===== config.mk =====
export PLATFORM = sky130hd
export DESIGN_NAME = dbgseq_top
export DESIGN_NICKNAME = d
export VERILOG_FILES = /design/src/rtl/dbgseq_pkg.sv /design/src/rtl/dbgseq_route.sv /design/src/rtl/dbgseq_arbiter.sv /design/src/rtl/dbgseq_flags.sv /design/src/rtl/dbgseq_top.sv
export SDC_FILE = /design/constraint.sdc
export NUM_CORES = 1
export LEC_CHECK = 0
export BUFFER_PORTS_ARGS = -buffer_cell sky130_fd_sc_hd__buf_2
export CORE_MARGIN = 4
export CORE_UTILIZATION = 40
export CTS_CLUSTER_DIAMETER = 40
export DETAILED_ROUTE_END_ITERATION = 7
export PLACE_DENSITY = 0.79
export SYNTH_ARGS = -nofsm -noshare
export SYNTH_HDL_FRONTEND = slang
export SYNTH_SLANG_ARGS = --single-unit

===== constraint.sdc =====
create_clock -name clk -period 1.74 [get_ports clk]
set_input_delay 0.174 -clock clk [delete_from_list [all_inputs] [get_ports clk]]
set_output_delay 0.174 -clock clk [all_outputs]
set_load 0.02 [all_outputs]

===== src/rtl/dbgseq_pkg.sv =====
package dbgseq_pkg;

    localparam int CH_COUNT = 3;
    localparam int ST_COUNT = 3;
    localparam int CODE_W   = 4;

    typedef enum logic [1:0] {
        ST_ONE   = 2'd0,
        ST_TWO   = 2'd1,
        ST_THREE = 2'd2,
        ST_FINAL = 2'd3
    } seq_state_e;

    typedef enum logic [2:0] {
        TG_NONE  = 3'd0,
        TG_ONE   = 3'd1,
        TG_TWO   = 3'd2,
        TG_THREE = 3'd3,
        TG_FINAL = 3'd4
    } tgt_e;

    typedef tgt_e [CH_COUNT-1:0] route_t;

    // Destination of each channel's hit for a given routing code
    function automatic route_t route_of(input logic [CODE_W-1:0] code);
        route_t r;
        for (int i = 0; i < CH_COUNT; i++) r[i] = TG_NONE;
        case (code)
            4'd1:  r[0] = TG_FINAL;
            4'd2:  r[1] = TG_FINAL;
            4'd3:  r[2] = TG_FINAL;
            4'd4:  begin r[0] = TG_TWO;   r[1] = TG_FINAL; end
            4'd5:  begin r[0] = TG_THREE; r[2] = TG_FINAL; end
            4'd6:  begin r[0] = TG_FINAL; r[1] = TG_ONE;   end
            4'd7:  begin r[1] = TG_TWO;   r[2] = TG_FINAL; end
            4'd8:  begin r[0] = TG_FINAL; r[2] = TG_THREE; end
            4'd9:  begin r[0] = TG_ONE;   r[1] = TG_TWO;   end
            4'd10: begin r[1] = TG_THREE; r[2] = TG_TWO;   end
            4'd11: begin r[0] = TG_THREE; r[1] = TG_FINAL; r[2] = TG_TWO; end
            default: ;
        endcase
        return r;
    endfunction

    function automatic seq_state_e state_of(input tgt_e t);
        case (t)
            TG_TWO:   return ST_TWO;
            TG_THREE: return ST_THREE;
            TG_FINAL: return ST_FINAL;
            default:  return ST_ONE;
        endcase
    endfunction

endpackage


===== src/rtl/dbgseq_route.sv =====
module dbgseq_route
    import dbgseq_pkg::*;
(
    input  seq_state_e                       cur_state,
    input  logic [ST_COUNT-1:0][CODE_W-1:0]  cfg,
    output route_t                           route
);
    route_t per_state [ST_COUNT];

    // One decoder per working state; the current state picks among them
    for (genvar g = 0; g < ST_COUNT; g++) begin : g_dec
        assign per_state[g] = route_of(cfg[g]);
    end

    always_comb begin
        for (int i = 0; i < CH_COUNT; i++) route[i] = TG_NONE;
        case (cur_state)
            ST_ONE:   route = per_state[0];
            ST_TWO:   route = per_state[1];
            ST_THREE: route = per_state[2];
            default:  ;
        endcase
    end
endmodule


===== src/rtl/dbgseq_arbiter.sv =====
module dbgseq_arbiter
    import dbgseq_pkg::*;
(
    input  logic [CH_COUNT-1:0] match,
    input  route_t              route,
    output logic                fire,
    output logic                to_final,
    output seq_state_e          nxt
);
    logic [CH_COUNT-1:0] fin_hit;
    logic [CH_COUNT-1:0] step_hit;
    tgt_e                pick;

    for (genvar c = 0; c < CH_COUNT; c++) begin : g_ch
        assign fin_hit[c]  = match[c] && (route[c] == TG_FINAL);
        assign step_hit[c] = match[c] && (route[c] != TG_NONE) && (route[c] != TG_FINAL);
    end

    // Final beats everything; otherwise the lowest channel wins
    always_comb begin
        pick = TG_NONE;
        for (int i = CH_COUNT-1; i >= 0; i--) begin
            if (step_hit[i]) pick = route[i];
        end
        to_final = |fin_hit;
        fire     = to_final || (|step_hit);
        nxt      = to_final ? ST_FINAL : state_of(pick);
    end
endmodule


===== src/rtl/dbgseq_flags.sv =====
module dbgseq_flags
    import dbgseq_pkg::*;
#(
    parameter int               ADDR_W   = 8,
    parameter int               DATA_W   = 8,
    parameter logic [ADDR_W-1:0] FLAG_OFS = 8'h27,
    parameter logic [1:0]       WIN_KEY  = 2'b11
)(
    input  logic                clk,
    input  logic                rst,
    input  logic                clr,
    input  logic                upd,
    input  logic [CH_COUNT-1:0] match,
    input  logic [ADDR_W-1:0]   rd_addr,
    input  logic [1:0]          rd_win,
    output logic [CH_COUNT-1:0] flags,
    output logic [DATA_W-1:0]   rd_data
);
    localparam int PAD_W = DATA_W - CH_COUNT;

    logic rd_hit;

    always_ff @(posedge clk) begin
        if (rst || clr)  flags <= '0;
        else if (upd)    flags <= flags | match;
    end

    assign rd_hit  = (rd_addr == FLAG_OFS) && (rd_win == WIN_KEY);
    assign rd_data = rd_hit ? {{PAD_W{1'b0}}, flags} : '0;

    AST_FLAGS_KEEP: assert property (@(posedge clk) disable iff (rst)
        !clr |=> ((flags & $past(flags)) == $past(flags)));
    AST_FLAGS_FROZEN: assert property (@(posedge clk) disable iff (rst)
        (!clr && !upd) |=> $stable(flags));
    AST_RD_GATED: assert property (@(posedge clk) disable iff (rst)
        (rd_win != WIN_KEY) |-> (rd_data == '0));
endmodule


===== src/rtl/dbgseq_top.sv =====
module dbgseq_top
    import dbgseq_pkg::*;
#(
    parameter int               ADDR_W   = 8,
    parameter int               DATA_W   = 8,
    parameter logic [ADDR_W-1:0] FLAG_OFS = 8'h27,
    parameter logic [1:0]       WIN_KEY  = 2'b11
)(
    input  logic                clk,
    input  logic                rst,
    input  logic                arm_stb,
    input  logic [2:0]          match_i,
    input  logic [3:0]          cfg_s1,
    input  logic [3:0]          cfg_s2,
    input  logic [3:0]          cfg_s3,
    input  logic [ADDR_W-1:0]   rd_addr,
    input  logic [1:0]          rd_win,
    output logic [1:0]          state_o,
    output logic                trig_o,
    output logic [2:0]          flags_o,
    output logic [DATA_W-1:0]   rd_data
);
    seq_state_e state_q;
    seq_state_e nxt;
    logic       armed_q;
    logic       fire;
    logic       to_final;
    logic       live;
    route_t     route;

    assign live = armed_q && !arm_stb;

    dbgseq_route u_route (
        .cur_state (state_q),
        .cfg       ({cfg_s3, cfg_s2, cfg_s1}),
        .route     (route)
    );

    dbgseq_arbiter u_arb (
        .match    (match_i),
        .route    (route),
        .fire     (fire),
        .to_final (to_final),
        .nxt      (nxt)
    );

    dbgseq_flags #(
        .ADDR_W   (ADDR_W),
        .DATA_W   (DATA_W),
        .FLAG_OFS (FLAG_OFS),
        .WIN_KEY  (WIN_KEY)
    ) u_flags (
        .clk     (clk),
        .rst     (rst),
        .clr     (arm_stb),
        .upd     (live),
        .match   (match_i),
        .rd_addr (rd_addr),
        .rd_win  (rd_win),
        .flags   (flags_o),
        .rd_data (rd_data)
    );

    always_ff @(posedge clk) begin
        if (rst) begin
            state_q <= ST_ONE;
            armed_q <= 1'b0;
            trig_o  <= 1'b0;
        end else begin
            trig_o <= 1'b0;
            if (arm_stb) begin
                state_q <= ST_ONE;
                armed_q <= 1'b1;
            end else if (live && fire) begin
                state_q <= nxt;
                if (to_final) begin
                    armed_q <= 1'b0;
                    trig_o  <= 1'b1;
                end
            end
        end
    end

    assign state_o = state_q;

    AST_TRIG_PULSE: assert property (@(posedge clk) disable iff (rst)
        trig_o |=> !trig_o);
    AST_TRIG_AT_FINAL: assert property (@(posedge clk) disable iff (rst)
        trig_o |-> (state_o == ST_FINAL));
    AST_FINAL_STAYS: assert property (@(posedge clk) disable iff (rst)
        (state_o == ST_FINAL && !arm_stb) |=> (state_o == ST_FINAL && !trig_o));
    AST_ARM_RESTART: assert property (@(posedge clk) disable iff (rst)
        arm_stb |=> (state_o == ST_ONE && flags_o == '0 && !trig_o));
    AST_QUIET_HOLD: assert property (@(posedge clk) disable iff (rst)
        (!arm_stb && match_i == '0) |=> $stable(state_o));
endmodule


# Word-level counts from Yosys, hierarchy flattened
# Cells that the tools add are included.
# word_totals
reg_bits,7
latchBits,0
ram_bits,0
rom_bits,0
in_bits,28
out_inout_bits,14
wordCells,116
mem_count,0
# classes
addsub,0
mul,0
n_div,0
magnitude_cmp,0
eq_ne,46
shifts,0
mux,20
n_bitwise,2
reduce_logical,44
# ops
operator,count
$pmux 3 s4,6
$eq 4x3->1 const B,12
$eq 4x4->1 const B,12
$reduce_or 3->1,12
$pmux 3 s3,3
$pmux 9 s3,1
$eq 4x2->1 const B,6
$reduce_or 2->1,10
$eq 3x3->1 const B,4
$eq 4x1->1 const B,3
$logic_and 1x1->1,12
$mux 3,4
$ne 3x3->1 const B,3
$reduce_bool 3->1,3
$eq 8x6->1 const B,1
$eq 3x2->1 const B,2
$pmux 2 s3,1
$eq 2x2->1 const B,2
$mux 1,4
$reduce_bool 2->1,2
$or 3x3->3,1
$eq 2x1->1 const B,1
$logic_not 2->1,1
$logic_or 1x1->1,2
other kinds (4),4

# Depth between registers and ports, before layout
# Gate-level depths: netlist (run 1).
# depth
ltp_word,13
ltp_mapped,9
ltp_nobuf,7

# Hierarchy
# From an unflattened synthesis (run 1), not the netlist that was laid out.
# unflattened
cells_unflattened,156
area_unflattened_um2,1174.9
# by_module_without_submodules
module,n_inst,cells_each,area_per_inst_um2,seq_area_each_um2
dbgseq_route,1,92,665.6,0.0
dbgseq_flags,1,24,187.7,60.1
dbgseq_arbiter,1,25,162.7,0.0
dbgseq_top,1,15,158.9,80.1

# Least setup slack after synthesis (run 1)
# No wires, ideal clock.
# synth_timing
path_kind,register -> register
from,register state_q[0] (netlist: state_o[0])
to,register state_q[0] (netlist: state_o[0])
setup_ns,0.138
t_arrival_ns,1.710
t_required_ns,1.602
path_slack_ns,-0.108
stages_incl_launch_ff,9
n_path_buf,1
synth_period_minus_slack_ns,1.848
cell_sequence,dfxtp_1 > buf_6 > nand2b_1 > nor2_1 > a211o_1 > a21oi_1 > nand3_1 > o31ai_1 > a22oi_1
# synth_between
elab_chain_len,11
elab_cells_between_ends,34
# synth_rtl
item,line_no,rtl
start: declaration,dbgseq_top.sv:23,seq_state_e state_q;
start signal: assignment,dbgseq_top.sv:75,state_q <= nxt;
"$eq 2x2->1, or another cell as far along",dbgseq_route.sv:17,case (cur_state)
$pmux 9 s3 (*),dbgseq_route.sv:17,
$reduce_bool 3->1,dbgseq_arbiter.sv:16,assign step_hit[c] = match[c] && (route[c] != TG_NONE) && (route[c] != TG_FINAL);
$logic_and 1x1->1 (2 in series),dbgseq_arbiter.sv:16,
$mux 3 (3 in series),dbgseq_arbiter.sv:23,if (step_hit[i]) pick = route[i];
$eq 3x3->1 / $eq 3x2->1 (equally long branches),dbgseq_pkg.sv:46,case (t)
$pmux 2 s3,dbgseq_pkg.sv:46,
$mux 2,dbgseq_arbiter.sv:27,nxt = to_final ? ST_FINAL : state_of(pick);
# Mark *: on every way between the ends. The rest lies on a longest branch, timed or not.
# A chain may end at the register's enable or synchronous reset.

# Final worst setup path (run 1)
# layout_timing
from,register state_q[0] (netlist: state_o[0])
to,register state_q[1] (netlist: state_o[1])
# The elaborated chain is that of the path after synthesis.

==> impl_summary.txt, run 1 <==
----------------------------------------------------
[Outcome]
  Outcome ... finished, violations left
  Failing checks ... setup timing

[Final layout]
  NumNets Final ... between 200 and 250
  Layout cell share with drive strength beyond 1 ... between 30% and 40%
  Most common cell after layout, fill and taps aside ... sky130_fd_sc_hd__buf_2
  Total of fill cells in the finished design ... 268
  Fin area ... approximately 0.0014 mm2
  Layout-stage area growth over the synthesis result ... 24.3%
  Number of antenna diodes ... 0
  Share of the core filled with cells in the final layout ... between 50% and 60%
  Most frequent cells in the layout ... sky130_fd_sc_hd__buf_2 (35), sky130_fd_sc_hd__nor2_1 (12), sky130_fd_sc_hd__buf_4 (9)

[Yosys]
  Count of synthesis-stage warnings from yosys ... 0
  Number of cells produced by synthesis ... roughly 150
  Yosys top cell area share ... between 10% and 20%
  Post-synthesis async set-or-reset flop share ... 0%
  Number of flops mapped to enable cells by yosys ... 0
  Cell types occupying the most area after synthesis ... sky130_fd_sc_hd__dfxtp_1 (12%), sky130_fd_sc_hd__buf_6 (5.0%), sky130_fd_sc_hd__buf_4 (4.6%)
  Library cell occupying the most area in the post-synthesis netlist ... sky130_fd_sc_hd__dfxtp_1
  Flip-flop and latch count after synthesis ... 7
  Post-Syn Area ... around 0.0011 mm2
  Ys flop type ... sky130_fd_sc_hd__dfxtp_1
  Count of cell types in the netlist ... 53
  Syn avg cell area ... 7.52 um2
  Share of the yosys chip area belonging to registers ... 12.3%

[Setup path]
  Worst path top cell family by delay ... compound AO/OA/AOI/OAI gates
  Max stage delay cell, worst path ... sky130_fd_sc_hd__dfxtp_4
  Largest stage delay on the critical path ... about 400 ps
  Kind of end point of the critical path ... register
  Startpoint types ... register
  Worst Setup Path Type ... register to register
  Crit Path Max Fanout ... 16
  Sequence of cells on the critical path ... nor2b_1, a32oi_1, nand2_1, o21ai_1, nor4b_4, a41o_1, a22oi_1
  Worst EP required ... 1870 ps
  Total buffers and inverters traversed by the critical path ... 0
  Data arrival at the endpoint of the critical path ... around 1900 ps

[Placement]
  Instance area at placement ... approximately 0.0013 mm2
  Placer's final routability congestion estimate ... approximately 0.96
  Final HPWL DP ... 2.21 mm
  Pre-CTS worst setup slack ... -119 ps
  Count of buffers from port buffering ... 36

[Power and ir drop]
  Switching Power ... around 0.24 mW
  Internal Pwr Total ... 0.397 mW
  Portion of total power attributed to the clock network ... about a quarter
  Sw frac ... between 30% and 40%
  Leakage ... 0.591 nW
  Power density over the cells ... roughly 450 mW/mm2
  Gate power share ... between 40% and 50%
  Part of the total power dissipated in sequential elements ... between 20% and 30%
  Worst supply voltage drop on vdd ... between 0.0004 and 0.0005 V

[GRT]
  First-pass GRT wire length ... 4.24 mm
  Antenna violations before repair ... 0
  Maximum number of pins on one net before global-route repair ... 17
  GRT Residual Overflow ... 0
  Vias in the first global route ... roughly 960
  Total global-route track usage ... 15.0%

[Floorplanning]
  IO Count ... 42
  Initial Util ... around 42%
  Die width ... approximately 60 um
  Core Box Area ... approximately 0.0027 mm2
  Die Height ... 61.3 um
  Full die area ... about 0.0038 mm2
  Number of core rows ... 19

[Worst hold path]
  Type of the worst min-delay path ... input port to register

[Clock network]
  Count of H-tree levels built during CTS ... 1
  Number of buffers created by CTS ... 3
  Number of hold buffers added after CTS ... 0
  CTS tree ... built
  Worst skew pair latency ... approximately 260 ps
  Buffer cell driving the clock tree root ... sky130_fd_sc_hd__clkbuf_4
  Clock-pin slew reported for the worst setup and hold paths after clock tree synthesis ... approximately 50 ps
  Number of sinks handled by clock tree synthesis ... 7
  Clock Tree Buf Depth ... 2

[Timing]
  Worst clock skew ... approximately 1.4 ps
  Endpoints failing setup ... 2
  Crit path setup slack, layout ... -30.8 ps
  Unrepaired setup endpoints after global routing ... yes
  Final number of max-transition violations ... 0
  Ratio of final minimum period to clock period ... 102%
  WHS ... about 170 ps
  Min Clock Period, post-route ... 1770 ps
  Number of endpoints with negative hold slack in the final report ... 0
  Total negative slack ... -57.6 ps
  Highest attainable clock frequency ... around 0.56 GHz

[Run]
  Total of max-cap violations ... 0

[Routing]
  Drt drc ... 0
  DR vias ... 1229
  1st-iter DRT viols ... a little over 80
  Routed wirelength normalized by instance count ... 13.4 um
  Antenna-violating nets left ... 0
  Detailed-router iteration count before antenna repair ... 4
  Final routed wirelength across all metal layers ... slightly below 3 mm
  Post-detailed-route via-to-cell ratio ... roughly 5.7

----------------------------------------------------
## kinds of logic (layout without fill, tap and decap cells)
family	count (synthesis)	in the layout	share of synthesized area, %
buf+inv	23	54	13.9
simple gates	71	71	41.6
flops	7	7	12.3
compound gates	40	40	24.9
other cells	1	5	0.330
xor+xnor	9	9	6.94
## cell usage after synthesis, drive strengths merged (2+ instances only)
cell,number
nor2b,5
nor4,2
xnor2,5
nand2b,6
xor2,4
nor3,8
nand3b,3
o31ai,3
o21a,2
nand3,4
nor2,12
dfxtp,7
and2,3
nand2,4
nand4b,5
or3b,4
buf,18
o21ai,7
inv,5
o211ai,4
nor3b,4
a22oi,2
and4b,2
a21oi,10
## state kept, by name, indices dropped and copies added, names as in the netlist
register and count:
u_flags.flags 3, state_o 2, armed_q 1, trig_o 1
## final timing paths
| kind | slack [ps] | end | startpoint | cells past startpoint |
|---|---|---|---|---|
| max | -30 | state_o[1]$_SDFFE_PP0P_ | state_o[0]$_SDFFE_PP0P_ | 7 |
| min | 170 | armed_q$_SDFFE_PP0P_ | arm_stb | 2 |
| max reg2reg | -30 | state_o[1]$_SDFFE_PP0P_ | state_o[0]$_SDFFE_PP0P_ | 7 |
| min reg2reg | 480 | u_flags.flags[2]$_SDFFE_PP0P_ | u_flags.flags[2]$_SDFFE_PP0P_ | 2 |
## per-stage QoR
| step | instances | power [mW] |
|---|---|---|
| after floorplan | 155 | 0.404 |
| after global placement | 211 | 0.463 |
| after detailed placement | 211 | 0.466 |
| after CTS | 217 | 0.625 |
| after global routing | 217 | 0.683 |
| final | 217 | 0.635 |
## power groups by stage
stage          Sequential [mW]  Clock, mW  Combinational, mW
2_1_floorplan            0.185          0              0.219
3_3_place_gp             0.188          0              0.274
3_5_place_dp             0.189          0              0.277
4_1_cts                  0.183      0.155              0.287
5_1_grt                  0.187      0.167              0.329
6_report                 0.185      0.150              0.300
## layout make-up
cell class                 count  area, um2  area share, %
timing repair buffer          45        254           18.0
inverter                       5       18.8           1.33
multi-input combinational    125        927           65.6
sequential                     7        148           10.5
tap                           31       38.8           2.75
clock buffer                   4       26.3           1.86
## layer usage
layer  up-vias  wire (um)  track usage, %
li1        622          -               -
met1       568       1280            21.7
met2        37       1410            23.1
met3         2        188            3.14
met4         0         19            2.79
met5         -          0               0
## what timing repair did
action,CTS,global route
gates resized for setup,5,11
pin swaps,2,5
buffers inserted,2,0
endpoints found under the setup margin,7,7
## worst reg2reg max path, cell delays in order, from the launching register on
cell and delay, ps:
sky130_fd_sc_hd__dfxtp_4 400, sky130_fd_sc_hd__nor2b_1 160, sky130_fd_sc_hd__a32oi_1 300, sky130_fd_sc_hd__nand2_1 90, sky130_fd_sc_hd__o21ai_1 140, sky130_fd_sc_hd__nor4b_4 240
sky130_fd_sc_hd__a41o_1 230, sky130_fd_sc_hd__a22oi_1 90
Note: power is estimated with default switching activity, not from simulation.
==> run 2, diff against run 1 <==
--- a/config.mk
+++ b/config.mk
@@ -8,8 +8,9 @@
 export BUFFER_PORTS_ARGS = -buffer_cell sky130_fd_sc_hd__buf_2
 export CORE_MARGIN = 4
 export CORE_UTILIZATION = 40
-export CTS_CLUSTER_DIAMETER = 40
+export CTS_CLUSTER_DIAMETER = 60
 export DETAILED_ROUTE_END_ITERATION = 7
+export MAX_ROUTING_LAYER = met4
 export PLACE_DENSITY = 0.79
 export SYNTH_ARGS = -nofsm -noshare
 export SYNTH_HDL_FRONTEND = slang
==> constraint.sdc (replaced) <==
create_clock -name clk -period 1.5 [get_ports clk]
set_input_delay 0.15 -clock clk [delete_from_list [all_inputs] [get_ports clk]]
set_output_delay 0.15 -clock clk [all_outputs]
set_load 0.02 [all_outputs]
==> run 2 against run 1 <==
  * The flow still finishes with violations (setup timing)
  * Clock power rose by 10%
  * Count of clock-buffer cells in the layout stayed put
  * Critical path type unchanged
  * Via count grew 3.1%
==> impl_summary.txt, run 2 (synthesis results as in run 1) <==
----------------------------------------------------
[Clock network]
  Worst skew pair latency ... around 250 ps
  Number of buffers created by CTS ... 3
  Clock Tree Buf Depth ... 2
  Number of sinks handled by clock tree synthesis ... 7
  CTS tree ... built
  Clock-pin slew reported for the worst setup and hold paths after clock tree synthesis ... 50 ps
  Number of hold buffers added after CTS ... 0
  Buffer cell driving the clock tree root ... sky130_fd_sc_hd__clkbuf_4
  Count of H-tree levels built during CTS ... 1

[Routing]
  Antenna-violating nets left ... 0
  Post-detailed-route via-to-cell ratio ... 5.51
  Drt drc ... 0
  Final routed wirelength across all metal layers ... just over 3 mm
  DR vias ... 1267
  Detailed-router iteration count before antenna repair ... 4
  Routed wirelength normalized by instance count ... 13.5 um
  1st-iter DRT viols ... 57

[Timing]
  Min Clock Period, post-route ... 1830 ps
  Crit path setup slack, layout ... -328 ps
  Total negative slack ... -960 ps
  Final number of max-transition violations ... 0
  Unrepaired setup endpoints after global routing ... yes
  Number of endpoints with negative hold slack in the final report ... 0
  Highest attainable clock frequency ... ~0.55 GHz
  Endpoints failing setup ... 7
  Worst clock skew ... between 3 and 4 ps
  Ratio of final minimum period to clock period ... 122%

[Final layout]
  Most frequent cells in the layout ... sky130_fd_sc_hd__buf_2 (32), sky130_fd_sc_hd__buf_4 (22), sky130_fd_sc_hd__nor2_1 (10)
  Top reg by flops ... u_flags.flags
  Fin area ... about 0.0016 mm2
  Most common cell after layout, fill and taps aside ... sky130_fd_sc_hd__buf_2
  Area taken by multi-input logic gates ... ~950 um2
  Number of antenna diodes ... 0
  Layout cell share with drive strength beyond 1 ... 45.2%
  Layout-stage area growth over the synthesis result ... 36.6%
  Area used by sequential logic in the layout ... approximately 150 um2
  Number of flip-flops under the largest register name ... 3
  Total of fill cells in the finished design ... between 200 and 300
  NumNets Final ... 228

[Setup path]
  Worst Setup Path Type ... register to register
  Worst path top cell family by delay ... compound AO/OA/AOI/OAI gates
  Max stage delay cell, worst path ... sky130_fd_sc_hd__dfxtp_4
  Startpoint types ... register
  Worst EP required ... about 1600 ps
  Sequence of cells on the critical path ... nand3b_1, a21oi_1, o31a_1, nor4b_4, a41o_1, a22oi_1
  Crit Path Max Fanout ... 15
  Total buffers and inverters traversed by the critical path ... 0
  Data arrival at the endpoint of the critical path ... 1950 ps
  Largest stage delay on the critical path ... 450 ps
  Kind of end point of the critical path ... register

[Floorplanning]
  Number of core rows ... 19
  Die Height ... about 61 um
  Full die area ... 0.00376 mm2
  Initial Util ... between 40% and 50%
  Core Box Area ... 0.00273 mm2
  IO Count ... 42
  Die width ... slightly above 60 um

[Placement]
  Placer's final routability congestion estimate ... roughly 0.91
  Final HPWL DP ... approximately 2.3 mm
  Count of buffers from port buffering ... 36
  Instance area at placement ... 0.00142 mm2

[Power and ir drop]
  Sw frac ... 36.4%
  Leakage ... between 0.6 and 0.7 nW
  Worst supply voltage drop on vdd ... between 0.0004 and 0.0005 V
  Gate power share ... about half
  Internal Pwr Total ... between 0.4 and 0.5 mW
  Power density over the cells ... ~500 mW/mm2
  Switching Power ... 0.281 mW
  Part of the total power dissipated in sequential elements ... approximately 28%
  Portion of total power attributed to the clock network ... 21.4%

[GRT]
  Maximum number of pins on one net before global-route repair ... 16
  GRT Residual Overflow ... 0
  Antenna violations before repair ... 0
  Total global-route track usage ... around 18%
  First-pass GRT wire length ... slightly below 5 mm
  Vias in the first global route ... around 1200

[Worst hold path]
  Type of the worst min-delay path ... input port to register

[Run]
  Total of max-cap violations ... 0

[Outcome]
  Outcome ... finished, violations left
  Failing checks ... setup timing

----------------------------------------------------
## run 2: changes by cell type in the layout (fill, tap and decap cells not counted), moves of 2 or more
cell,before,now
sky130_fd_sc_hd__and2_4,0,3
sky130_fd_sc_hd__buf_6,1,4
sky130_fd_sc_hd__buf_4,9,22
sky130_fd_sc_hd__buf_2,35,32
sky130_fd_sc_hd__and2_1,3,0
sky130_fd_sc_hd__nor2_1,12,10
sky130_fd_sc_hd__nor2_2,0,2
## run 2: path summary, 6_finish.rpt
| check | startpoint | end | slack [ps] | depth (start not counted) |
|---|---|---|---|---|
| setup / recovery | state_o[0]$_SDFFE_PP0P_ | state_o[1]$_SDFFE_PP0P_ | -330 | 6 |
| hold / removal | arm_stb | armed_q$_SDFFE_PP0P_ | 160 | 2 |
| setup reg to reg | state_o[0]$_SDFFE_PP0P_ | state_o[1]$_SDFFE_PP0P_ | -330 | 6 |
| hold reg to reg | u_flags.flags[2]$_SDFFE_PP0P_ | u_flags.flags[2]$_SDFFE_PP0P_ | 500 | 2 |
## run 2: what timing repair did
action                                  in CTS  in global routing
pin swaps                                    9                  4
gates resized for setup                     18                  5
buffers inserted                             3                  0
endpoints found under the setup margin       7                  7
## run 2: area by class of cell
class	count	share of cell area (%)
tap	31	2.50
inverter	5	1.21
multi-input combinational	125	61.2
timing repair buffer	58	23.9
sequential	7	9.52
clock buffer	4	1.69
## run 2: power groups by stage
stage	Sequential, mW	Combinational [mW]	Clock (mW)
floorplan	0.213	0.259	0
global placement	0.218	0.349	0
detailed placement	0.219	0.353	0
CTS	0.215	0.377	0.171
global route	0.220	0.421	0.181
finish	0.218	0.388	0.165
## run 2: stage by stage
stage / std cells / setup WS, ps / total power [mW] / utilization, % / hold WS [ps]
2_1_floorplan: 155 / -213 / 0.472 / - / 292
4_1_cts: 230 / -277 / 0.763 / 56.1 / 153
3_3_place_gp: 223 / -270 / 0.568 / 51.9 / 408
6_report: 230 / -328 / 0.771 / 56.8 / 160
3_5_place_dp: 223 / -302 / 0.572 / 51.9 / 411
5_1_grt: 230 / -388 / 0.822 / 56.8 / 160
## run 2: per-layer routing
metal,up-vias,wire [um],track usage [%]
met5,-,0,-
met4,0,0,2.17
met3,0,131,2.94
met2,27,1570,29.6
met1,591,1420,22.6
li1,649,-,-
==> run 3, diff against run 2 <==
--- a/config.mk
+++ b/config.mk
@@ -10,8 +10,9 @@
 export CORE_UTILIZATION = 40
 export CTS_CLUSTER_DIAMETER = 60
 export DETAILED_ROUTE_END_ITERATION = 7
+export HOLD_SLACK_MARGIN = 0.03
 export MAX_ROUTING_LAYER = met4
-export PLACE_DENSITY = 0.79
+export PLACE_DENSITY = 0.7
 export SYNTH_ARGS = -nofsm -noshare
 export SYNTH_HDL_FRONTEND = slang
 export SYNTH_SLANG_ARGS = --single-unit
==> run 3 against run 2 <==
  * Routed wire length increased by 26%
  * Die area did not move
  * Final cell count grew 3.9%
  * Fmax decreased by 1.0%
  * Via count increased by 8.9%
  * Flip-flop and latch count is the same
  * Register-to-register slack worse by 20 ps
  * Clock skew is 2.1 ps higher
  * Critical path depth is 2 higher
  * Core utilization increased by 3.3 points
  * The run still ends with setup timing left
  * Power grew 7.5%
  * Clock power up 4%
==> impl_summary.txt, run 3 (synthesis results as in run 1) <==
----------------------------------------------------
[Timing]
  Worst clock skew ... 5.81 ps
  Ratio of final minimum period to clock period ... 123%
  Unrepaired setup endpoints after global routing ... yes
  Endpoints failing setup ... 7
  Crit path setup slack, layout ... -348 ps
  Number of endpoints with negative hold slack in the final report ... 0
  Final number of max-transition violations ... 0
  Highest attainable clock frequency ... between 0.5 and 0.6 GHz
  Min Clock Period, post-route ... 1850 ps

[Final layout]
  Layout-stage area growth over the synthesis result ... 44.6%
  Number of flip-flops under the largest register name ... 3
  Number of antenna diodes ... 0
  Layout cell share with drive strength beyond 1 ... between 40% and 50%
  NumNets Final ... 237
  Most common cell after layout, fill and taps aside ... sky130_fd_sc_hd__buf_2
  Most frequent cells in the layout ... sky130_fd_sc_hd__buf_2 (31), sky130_fd_sc_hd__buf_4 (28), sky130_fd_sc_hd__nor2_1 (11)
  Share of the core filled with cells in the final layout ... about three fifths
  Top reg by flops ... u_flags.flags

[Clock network]
  CTS tree ... built
  Buffer cell driving the clock tree root ... sky130_fd_sc_hd__clkbuf_4
  Worst skew pair latency ... 250 ps
  Clock-pin slew reported for the worst setup and hold paths after clock tree synthesis ... 50 ps
  Number of buffers created by CTS ... 3
  Count of H-tree levels built during CTS ... 1
  Clock Tree Buf Depth ... 2
  Number of sinks handled by clock tree synthesis ... 7

[Setup path]
  Worst Setup Path Type ... register to register
  Total buffers and inverters traversed by the critical path ... 1
  Worst r2r src ... state_o[0]$_SDFFE_PP0P_
  Kind of end point of the critical path ... register
  Beginning of the critical path ... state_o[0]$_SDFFE_PP0P_
  Data arrival at the endpoint of the critical path ... around 2000 ps
  Startpoint types ... register
  Largest stage delay on the critical path ... about 370 ps
  Sequence of cells on the critical path ... buf_6, nor2b_1, a32oi_1, nand2_1, o21ai_1, nor4b_4, a41o_1, a22oi_2
  Crit Path Max Fanout ... 10
  Max stage delay cell, worst path ... sky130_fd_sc_hd__dfxtp_4
  Worst path top cell family by delay ... compound AO/OA/AOI/OAI gates
  Worst EP required ... 1620 ps

[Floorplanning]
  Initial Util ... about two fifths
  IO Count ... between 40 and 50
  Core Box Area ... around 0.0027 mm2
  Number of core rows ... 19
  Die Height ... between 60 and 70 um
  Die width ... slightly above 60 um
  Full die area ... ~0.0038 mm2

[Routing]
  Antenna-violating nets left ... 0
  Routed wirelength normalized by instance count ... ~16 um
  Post-detailed-route via-to-cell ratio ... a little under 6
  1st-iter DRT viols ... 59
  DR vias ... roughly 1400
  Drt drc ... 0
  Detailed-router iteration count before antenna repair ... 4
  Final routed wirelength across all metal layers ... 3.92 mm

[Placement]
  Final HPWL DP ... between 2 and 3 mm
  Count of buffers from port buffering ... 36
  Placer's final routability congestion estimate ... ~0.9

[Worst hold path]
  Type of the worst min-delay path ... input port to register
  Start point of the worst min-delay path ... arm_stb

[GRT]
  Busiest grt layer ... met2
  Global routing met1 resource utilization ... between 20% and 30%
  Antenna violations before repair ... 0
  M3 GR Usage ... between 3 and 4%
  Maximum number of pins on one net before global-route repair ... 11
  First-pass GRT wire length ... around 6 mm
  Vias in the first global route ... about 1300
  Total global-route track usage ... 22.6%
  M2 GR Usage ... 38.7%
  GRT Residual Overflow ... 0

[Power and ir drop]
  Total power draw ... between 0.8 and 0.9 mW
  Gate power share ... around 54%
  Portion of total power attributed to the clock network ... roughly a fifth
  Sw frac ... 37.7%
  Power density over the cells ... a little over 500 mW/mm2
  Part of the total power dissipated in sequential elements ... approximately 25%
  Switching Power ... 0.312 mW
  Internal Pwr Total ... just over 0.5 mW
  Worst supply voltage drop on vdd ... ~0.00052 V
  Leakage ... 0.711 nW

[Outcome]
  Outcome ... finished, violations left
  Failing checks ... setup timing

[Run]
  Total of max-cap violations ... 0

----------------------------------------------------
==> run 3: cell types whose count changed in the layout (fill, tap and decap cells not counted), moves of 2 or more <==
cell,change
sky130_fd_sc_hd__buf_6,+4
sky130_fd_sc_hd__a22oi_2,+2
sky130_fd_sc_hd__buf_4,+6
sky130_fd_sc_hd__a22oi_1,-2
==> run 3: path summary, 6_finish.rpt <==
| kind | cells past startpoint | endpoint | slack, ps |
|---|---|---|---|
| worst max register to register | 8 | state_o[0]$_SDFFE_PP0P_ | -350 |
| worst max-delay path | 8 | state_o[0]$_SDFFE_PP0P_ | -350 |
| worst min register to register | 2 | u_flags.flags[0]$_SDFFE_PP0P_ | 500 |
| worst min-delay path | 2 | armed_q$_SDFFE_PP0P_ | 180 |
==> run 3: final cells by class <==
cell class                 instances  area [um2]
clock buffer                       4        26.3
sequential                         7         148
fill                             275        1090
multi-input combinational        125         956
inverter                           5        18.8
tap                               31        38.8
timing repair buffer              67         455
==> run 3: what timing repair did <==
action	4_1_cts	5_1_grt
endpoints found under the setup margin	7	7
gates resized for setup	27	3
pin swaps	11	8
hold buffers	0	0
setup buffers	8	0
==> run 3: layer usage <==
| metal | up-vias | wire [um] |
|---|---|---|
| li1 | 664 | - |
| met1 | 642 | 1440 |
| met2 | 64 | 2040 |
| met3 | 10 | 372 |
| met4 | 0 | 62 |
| met5 | - | 0 |
==> run 3: per-stage QoR <==
| stage | instance area [um2] | instances | setup slack [ps] | TNS (ps) | hold slack [ps] |
|---|---|---|---|---|---|
| after global placement | 1450 | 227 | -321 | -1790 | 402 |
| after floorplan | 1200 | 155 | -213 | -444 | 292 |
| final | 1640 | 239 | -348 | -1280 | 180 |
| after detailed placement | 1450 | 227 | -350 | -2000 | 415 |
| after CTS | 1630 | 239 | -280 | -1160 | 156 |
| after global routing | 1640 | 239 | -460 | -1710 | 168 |
==> run 3: power groups by stage <==
| stage | clock [mW] | combinational (mW) | sequential (mW) |
|---|---|---|---|
| floorplan | 0 | 0.259 | 0.213 |
| global placement | 0 | 0.361 | 0.218 |
| detailed placement | 0 | 0.369 | 0.220 |
| CTS | 0.177 | 0.435 | 0.208 |
| global route | 0.186 | 0.485 | 0.211 |
| finish | 0.171 | 0.448 | 0.209 |
